### src/rtl/drowsy_pkg.sv
package drowsy_pkg;
   typedef enum logic [1:0] {
      RG_DROWSY = 2'd0,
      RG_WAKING = 2'd1,
      RG_AWAKE  = 2'd2
   } rg_state_e;
endpackage

### src/rtl/drowsy_region_map.sv
module drowsy_region_map #(
   parameter int BLK_W = 6,
   parameter int OFS_W = 3,
   localparam int RG_W  = BLK_W - OFS_W,
   localparam int NRG   = 1 << RG_W
) (
   input  logic [BLK_W-1:0] block_i,
   input  logic             valid_i,
   output logic [RG_W-1:0]  region_o,
   output logic [NRG-1:0]   select_o
);
   assign region_o = block_i[BLK_W-1:OFS_W];

   for (genvar r = 0; r < NRG; r++) begin : g_sel
      assign select_o[r] = valid_i && (region_o == RG_W'(r));
   end

   if (OFS_W > 0) begin : g_ofs
      logic [OFS_W-1:0] unused_ofs;
      assign unused_ofs = block_i[OFS_W-1:0];
   end
endmodule

### src/rtl/drowsy_region_slot.sv
module drowsy_region_slot
   import drowsy_pkg::*;
#(
   parameter int WAKE_LAT = 2,
   parameter int IDLE_W   = 16,
   localparam int WW      = $clog2(WAKE_LAT + 1)
) (
   input  logic              clk,
   input  logic              rst_n,
   input  logic              sel_i,
   input  logic              force_i,
   input  logic [IDLE_W-1:0] limit_i,
   output logic              vdd_en_o,
   output logic              awake_o,
   output logic              wake_start_o
);
   rg_state_e         state;
   logic [WW-1:0]     wcnt;
   logic [IDLE_W-1:0] idle;
   logic [IDLE_W:0]   idle_nx;
   logic              hit;

   assign awake_o      = (state == RG_AWAKE);
   assign vdd_en_o     = (state != RG_DROWSY) || force_i;
   assign hit          = sel_i && awake_o;
   assign wake_start_o = sel_i && (state == RG_DROWSY) && !force_i;
   assign idle_nx      = {1'b0, idle} + 1'b1;

   always_ff @(posedge clk or negedge rst_n) begin
      if (!rst_n) begin
         state <= RG_DROWSY;
         wcnt  <= '0;
         idle  <= '0;
      end else if (force_i) begin
         state <= RG_AWAKE;
         wcnt  <= '0;
         idle  <= '0;
      end else begin
         case (state)
            RG_DROWSY: begin
               if (sel_i) begin
                  state <= (WAKE_LAT == 1) ? RG_AWAKE : RG_WAKING;
                  wcnt  <= WW'(WAKE_LAT - 1);
                  idle  <= '0;
               end
            end
            RG_WAKING: begin
               if (wcnt <= WW'(1)) begin
                  state <= RG_AWAKE;
                  wcnt  <= '0;
                  idle  <= '0;
               end else begin
                  wcnt <= wcnt - WW'(1);
               end
            end
            RG_AWAKE: begin
               if (hit) begin
                  idle <= '0;
               end else if (limit_i != '0) begin
                  if (idle_nx >= {1'b0, limit_i}) begin
                     state <= RG_DROWSY;
                     idle  <= '0;
                  end else begin
                     idle <= idle_nx[IDLE_W-1:0];
                  end
               end
            end
            default: state <= RG_DROWSY;
         endcase
      end
   end

   AST_WAKE_NO_RESTART: assert property (@(posedge clk) disable iff (!rst_n)
      (state == RG_WAKING && wcnt > WW'(1) && !force_i) |=> (wcnt == $past(wcnt) - WW'(1)));

   AST_WAKE_KEEPS_SUPPLY: assert property (@(posedge clk) disable iff (!rst_n)
      (state == RG_WAKING) |=> vdd_en_o);

   AST_HIT_BLOCKS_DECAY: assert property (@(posedge clk) disable iff (!rst_n)
      hit |=> awake_o);

   AST_FORCE_WAKES: assert property (@(posedge clk) disable iff (!rst_n)
      force_i |=> awake_o);
endmodule

### src/rtl/drowsy_perf_cnt.sv
module drowsy_perf_cnt #(
   parameter int CNT_W    = 16,
   parameter bit SATURATE = 1'b1
) (
   input  logic             clk,
   input  logic             rst_n,
   input  logic             wake_i,
   input  logic             stall_i,
   output logic [CNT_W-1:0] wake_cnt_o,
   output logic [CNT_W-1:0] stall_cnt_o
);
   logic [CNT_W-1:0] wake_nx, stall_nx;

   if (SATURATE) begin : g_sat
      assign wake_nx  = (&wake_cnt_o)  ? wake_cnt_o  : wake_cnt_o  + 1'b1;
      assign stall_nx = (&stall_cnt_o) ? stall_cnt_o : stall_cnt_o + 1'b1;
   end else begin : g_wrap
      assign wake_nx  = wake_cnt_o  + 1'b1;
      assign stall_nx = stall_cnt_o + 1'b1;
   end

   always_ff @(posedge clk or negedge rst_n) begin
      if (!rst_n) begin
         wake_cnt_o  <= '0;
         stall_cnt_o <= '0;
      end else begin
         if (wake_i)  wake_cnt_o  <= wake_nx;
         if (stall_i) stall_cnt_o <= stall_nx;
      end
   end

   AST_STALL_CNT_HOLD: assert property (@(posedge clk) disable iff (!rst_n)
      !stall_i |=> $stable(stall_cnt_o));

   AST_WAKE_CNT_HOLD: assert property (@(posedge clk) disable iff (!rst_n)
      !wake_i |=> $stable(wake_cnt_o));
endmodule

### src/rtl/drowsy_region_ctrl.sv
module drowsy_region_ctrl #(
   parameter int NUM_BLOCKS    = 64,
   parameter int REGION_BLOCKS = 8,
   parameter int WAKE_LAT      = 2,
   parameter int IDLE_W        = 16,
   parameter int CNT_W         = 16,
   parameter bit CNT_SATURATE  = 1'b1,
   localparam int BLK_W = $clog2(NUM_BLOCKS),
   localparam int OFS_W = $clog2(REGION_BLOCKS),
   localparam int RG_W  = BLK_W - OFS_W,
   localparam int NRG   = NUM_BLOCKS / REGION_BLOCKS
) (
   input  logic              clk,
   input  logic              rst_n,
   input  logic              req_valid,
   input  logic [BLK_W-1:0]  req_block,
   output logic              req_ready,
   input  logic              force_awake,
   input  logic [IDLE_W-1:0] idle_limit,
   output logic [NRG-1:0]    region_vdd_en,
   output logic [CNT_W-1:0]  wake_count,
   output logic [CNT_W-1:0]  stall_count
);
   if ((1 << BLK_W) != NUM_BLOCKS) begin : g_chk_blocks
      $error("NUM_BLOCKS must be a power of two");
   end
   if ((1 << OFS_W) != REGION_BLOCKS) begin : g_chk_region
      $error("REGION_BLOCKS must be a power of two");
   end
   if (NRG < 2) begin : g_chk_count
      $error("at least two regions are required");
   end
   if (WAKE_LAT < 1) begin : g_chk_lat
      $error("WAKE_LAT must be at least 1");
   end
   if (IDLE_W < 1 || CNT_W < 1) begin : g_chk_width
      $error("counter widths must be positive");
   end

   logic [RG_W-1:0] rg_idx;
   logic [NRG-1:0]  rg_sel;
   logic [NRG-1:0]  rg_awake;
   logic [NRG-1:0]  rg_wake;
   logic            stall;

   drowsy_region_map #(
      .BLK_W (BLK_W),
      .OFS_W (OFS_W)
   ) map_i (
      .block_i  (req_block),
      .valid_i  (req_valid),
      .region_o (rg_idx),
      .select_o (rg_sel)
   );

   for (genvar r = 0; r < NRG; r++) begin : g_slot
      drowsy_region_slot #(
         .WAKE_LAT (WAKE_LAT),
         .IDLE_W   (IDLE_W)
      ) slot_i (
         .clk          (clk),
         .rst_n        (rst_n),
         .sel_i        (rg_sel[r]),
         .force_i      (force_awake),
         .limit_i      (idle_limit),
         .vdd_en_o     (region_vdd_en[r]),
         .awake_o      (rg_awake[r]),
         .wake_start_o (rg_wake[r])
      );
   end

   assign req_ready = force_awake || rg_awake[rg_idx];
   assign stall     = req_valid && !req_ready;

   drowsy_perf_cnt #(
      .CNT_W    (CNT_W),
      .SATURATE (CNT_SATURATE)
   ) perf_i (
      .clk         (clk),
      .rst_n       (rst_n),
      .wake_i      (|rg_wake),
      .stall_i     (stall),
      .wake_cnt_o  (wake_count),
      .stall_cnt_o (stall_count)
   );

   AST_STALL_RAISES_SUPPLY: assert property (@(posedge clk) disable iff (!rst_n)
      stall |=> region_vdd_en[$past(rg_idx)]);

   AST_ONE_WAKE_AT_A_TIME: assert property (@(posedge clk) disable iff (!rst_n)
      $onehot0(rg_wake));

   AST_FORCE_READY: assert property (@(posedge clk) disable iff (!rst_n)
      force_awake |-> (req_ready && (&region_vdd_en)));
endmodule

### config.mk
export PLATFORM = sky130hd
export DESIGN_NAME = drowsy_region_ctrl
export DESIGN_NICKNAME = d
export VERILOG_FILES = /design/src/rtl/drowsy_pkg.sv /design/src/rtl/drowsy_region_map.sv /design/src/rtl/drowsy_region_slot.sv /design/src/rtl/drowsy_perf_cnt.sv /design/src/rtl/drowsy_region_ctrl.sv
export SDC_FILE = /design/constraint.sdc
export NUM_CORES = 1
export LEC_CHECK = 0
export BUFFER_PORTS_ARGS = -buffer_cell sky130_fd_sc_hd__buf_2
export CAP_MARGIN = 15
export CELL_PAD_IN_SITES_DETAIL_PLACEMENT = 0
export CELL_PAD_IN_SITES_GLOBAL_PLACEMENT = 2
export CORE_MARGIN = 2
export CORE_UTILIZATION = 43
export CTS_CLUSTER_DIAMETER = 30
export CTS_CLUSTER_SIZE = 40
export DETAILED_ROUTE_END_ITERATION = 12
export PLACE_DENSITY_LB_ADDON = 0.1
export SYNTH_ARGS = -nofsm -noshare
export SYNTH_HDL_FRONTEND = slang
export SYNTH_SLANG_ARGS = --single-unit
### constraint.sdc
create_clock -name clk -period 5 [get_ports clk]
set_input_delay 0.25 -clock clk [delete_from_list [all_inputs] [get_ports clk]]
set_output_delay 0.25 -clock clk [all_outputs]
set_load 0.005 [all_outputs]
==> impl_metrics.py <==
metrics = {
    "synthesis": {
        "syn_nets": 1700,
        "yosys-top-cells-count": "192 x dfrtp_1, 149 x nand2_1, 138 x ha_1",
        "synth.most_common_cell": "dfrtp_1",
        "synth_fa_ha_area_share_pct": 12.2,
        "avgSynthCellArea_um2": 9.23,
        "yosys.area_share.simple_pct": 23.1,
        "synth_area_mm2": 0.0142,
        "synth_edf_count": 0,
        "yosysWarnings": 0,
        "synthArstFlopShare_pct": 100,
        "yosys.area.top_type": "dfrtp_1",
        "synth_top_family_by_area": "simple AND/OR/NAND/NOR gates",
        "synth-xor-area-share_pct": 7.04,
        "synthMuxAreaShare_pct": 0.918,
        "ys_seq_elements": 192,
        "yosysSeqAreaShare_pct": 33.9,
        "netlist_instances": 1536,
        "synth_compound_area_share_pct": 19.1,
        "synthTopCellsByArea": "dfrtp_1 34%, ha_1 12%, xnor2_1 4.6%, nand2_1 3.9%, nand3_1 3.2%",
        "ys.flop_type": "dfrtp_1",
        "synth_top_area_share_pct": 33.9,
        "synth.distinct_cells": 96,
    },
    "critical_path": {
        "cp-start-kind": "flop",
        "path_cells": "ha_1 -> nand3_1 -> nor2_1 -> nand2_1 -> or2_2 -> nand2_1 -> ha_1 -> nand4_1 -> nor4_1 -> nand3_1 -> o2111ai_2 -> nor2_1 -> a221o_1",
        "crit_fanout": 15,
        "endpoint_kind": "flop",
        "cp.required_ns": 5.34,
        "worstSetupPathType": "reg -> reg",
        "cpLargestDelayFamily": "simple AND/OR/NAND/NOR gates",
        "path_buf_inv": 0,
        "crit_arrival_ns": 4.16,
        "cp_slowest_stage_delay_ns": 0.46,
        "cp_slowest_cell": "dfrtp_1",
    },
    "timing": {
        "rsz0062_at_grt": "false",
        "finalCriticalPeriod_ns": 3.82,
        "max_slew_margin_pct": 37.2,
        "setup-tns-final_ns": 0,
        "worst_slack_ns": 1.18,
        "period_share_pct": 76.4,
        "max_freq_ghz": 0.262,
        "fin_worst_skew_ns": 0.0120,
        "maxSlewViolCount": 0,
        "setup_viol": 0,
        "tightest_slew_ns": 0.942,
        "finalHoldViolations": 0,
        "fin_hold_ws_ns": 0.332,
    },
    "grt": {
        "antenna_found_initial": 0,
        "grt_pass1_wl_um": 62100,
        "grt_pass1_vias": 11351,
        "grt_max_degree": 101,
        "grt_overflow": 0,
        "grt_usage_pct": 23.1,
    },
    "clock_tree": {
        "path_clk_slew_ns": 0.07,
        "postCtsSetupRepairBufs": 0,
        "cts_tree": "done",
        "ctsHoldBuffers": 1,
        "cts_sinks": 192,
        "clock_latency_ns": 0.46,
        "cts_made_buffers": 17,
        "htree_num_levels": 4,
        "cts-root-buf": "clkbuf_16",
        "cts_max_path_buffers": 2,
        "cts_resized": 0,
    },
    "run": {
        "cap_violations": 0,
    },
    "route": {
        "wirelength_um": 38300,
        "drt_iter0_drc": 552,
        "vias": 11754,
        "drtPass1Iterations": 5,
        "drc": 0,
        "drt.antenna.violating_nets": 0,
        "via_per_inst": 5.83,
        "wl_per_cell_um": 19.0,
    },
    "power_and_ir_drop": {
        "power_uw": 3600,
        "p_leak_uw": 0.00725,
        "power.density_mw_per_mm2": 233,
        "peakVddDrop_v": 0.000242,
    },
    "hold_path": {
        "min_path_type": "in -> reg",
    },
    "floorplanning": {
        "rows": 66,
        "die_area_mm2": 0.0344,
        "start_util_pct": 43.6,
        "core-area_mm2": 0.0325,
        "die_h_um": 186,
        "ios": 67,
        "die_x_um": 186,
    },
    "placed_design": {
        "portBuffers": 63,
        "dp_slack_ns": 1.05,
        "dpl_cell_area_mm2": 0.0148,
        "gp_congestion": 0.817,
        "dpl.hpwl_um": 26000,
    },
    "layout": {
        "n_antenna_cell": 0,
        "stdcell_area_mm2": 0.0155,
        "nFillCells": 3215,
        "num-nets-final": 1726,
        "seqCellArea_mm2": 0.00480,
        "syn_to_final_growth_pct": 9.14,
        "multi_input_area_mm2": 0.00886,
        "drive_above_1_share_pct": 11.2,
    },
    "status": {
        "status": "finished, final reports clean",
    },
}
==> path summary, 6_finish.rpt <==
check	startpoint	to	slack (ns)	cells past startpoint
worst max-delay path	g_slot[1].slot_i.idle[0]$_DFFE_PN0P_	g_slot[1].slot_i.idle[2]$_DFFE_PN0P_	1.18	13
worst min-delay path	req_valid	perf_i.stall_cnt_o[12]$_DFFE_PN0P_	0.33	4
worst min register to register	perf_i.stall_cnt_o[15]$_DFFE_PN0P_	perf_i.stall_cnt_o[15]$_DFFE_PN0P_	0.49	1
max in group asynchronous	rst_n	g_slot[2].slot_i.idle[10]$_DFFE_PN0P_	3.52	3
min in group asynchronous	rst_n	g_slot[1].slot_i.idle[1]$_DFFE_PN0P_	0.43	2
worst max register to register	g_slot[1].slot_i.idle[0]$_DFFE_PN0P_	g_slot[1].slot_i.idle[2]$_DFFE_PN0P_	1.18	13
==> layout make-up <==
class | count | share of cell area [%]
clock buffer | 20 | 2.95
timing repair buffer | 78 | 2.94
clock inverter | 12 | 1.16
tap | 442 | 3.57
multi-input combinational | 1228 | 57.2
inverter | 45 | 1.09
sequential | 192 | 31.0
==> through the flow <==
| step | utilization [%] | instances |
|---|---|---|
| 6_report | 47.6 | 2017 |
| 5_1_grt | 47.6 | 2017 |
| 4_1_cts | 47.5 | 2014 |
| 3_5_place_dp | 45.5 | 1981 |
| 3_3_place_gp | 45.5 | 1981 |
| 2_1_floorplan | - | 1536 |
==> worst reg2reg max path, stage by stage, from the launching register on <==
cell       delay (ns)
dfrtp_1          0.46
ha_1             0.25
nand3_1          0.16
nor2_1           0.31
nand2_1          0.18
or2_2            0.32
nand2_1          0.08
ha_1             0.16
nand4_1          0.13
nor4_1           0.42
nand3_1          0.16
o2111ai_2        0.36
nor2_1           0.35
a221o_1          0.38
==> flip-flops by register name, summed over array words and instances, names as in the netlist <==
| register | flops |
|---|---|
| perf_i.stall_cnt_o | 16 |
| g_slot.slot_i.wcnt | 16 |
| perf_i.wake_cnt_o | 16 |
| g_slot.slot_i.state | 16 |
| g_slot.slot_i.idle | 128 |
==> logic make-up (layout without fill, tap and decap cells) <==
logic type,count (synthesis),count (layout)
AOI/OAI and AO/OA,364,364
DFF,192,192
and+or+nand+nor,600,600
xor gates and xnor gates,114,114
muxes,12,12
adders and majority gates,138,138
buffers and inverters,116,155
==> cells in the final DEF, fill, tap and decap left out, types with 8 or more instances in the layout <==
cell,instances
dfrtp_1,192
nand2_1,149
ha_1,138
nand3_1,90
nor2_1,80
a21oi_1,76
xnor2_1,75
buf_2,62
a22o_1,48
nand4_1,46
inv_1,45
o21ai_0,40
xor2_1,39
a211oi_1,32
nor3_1,30
a21o_1,30
and3_1,29
nand2b_1,27
a32o_1,24
or2_2,19
nor2b_1,18
or3_1,17
nor3b_1,17
clkbuf_16,17
a31oi_1,16
nor4_1,12
o31ai_1,12
buf_4,12
o211ai_1,11
and2_1,10
and4_1,10
o21a_1,8
a221o_1,8
==> power breakdown <==
part           total, uW  switching (uW)  internal (uW)
Clock               1550             679            868
Sequential          1650            56.1           1600
Combinational        403             254            149
Total               3600             988           2610
==> layer usage <==
metal | GRT usage (%) | share of wire (%) | up-vias
li1 | - | - | 5772
met1 | 31.7 | 48 | 5797
met2 | 37.6 | 46 | 143
met3 | 4.42 | 3.7 | 42
met4 | 5.64 | 1.7 | 0
met5 | 0 | 0 | -
Power figures use the tool's default switching activity.
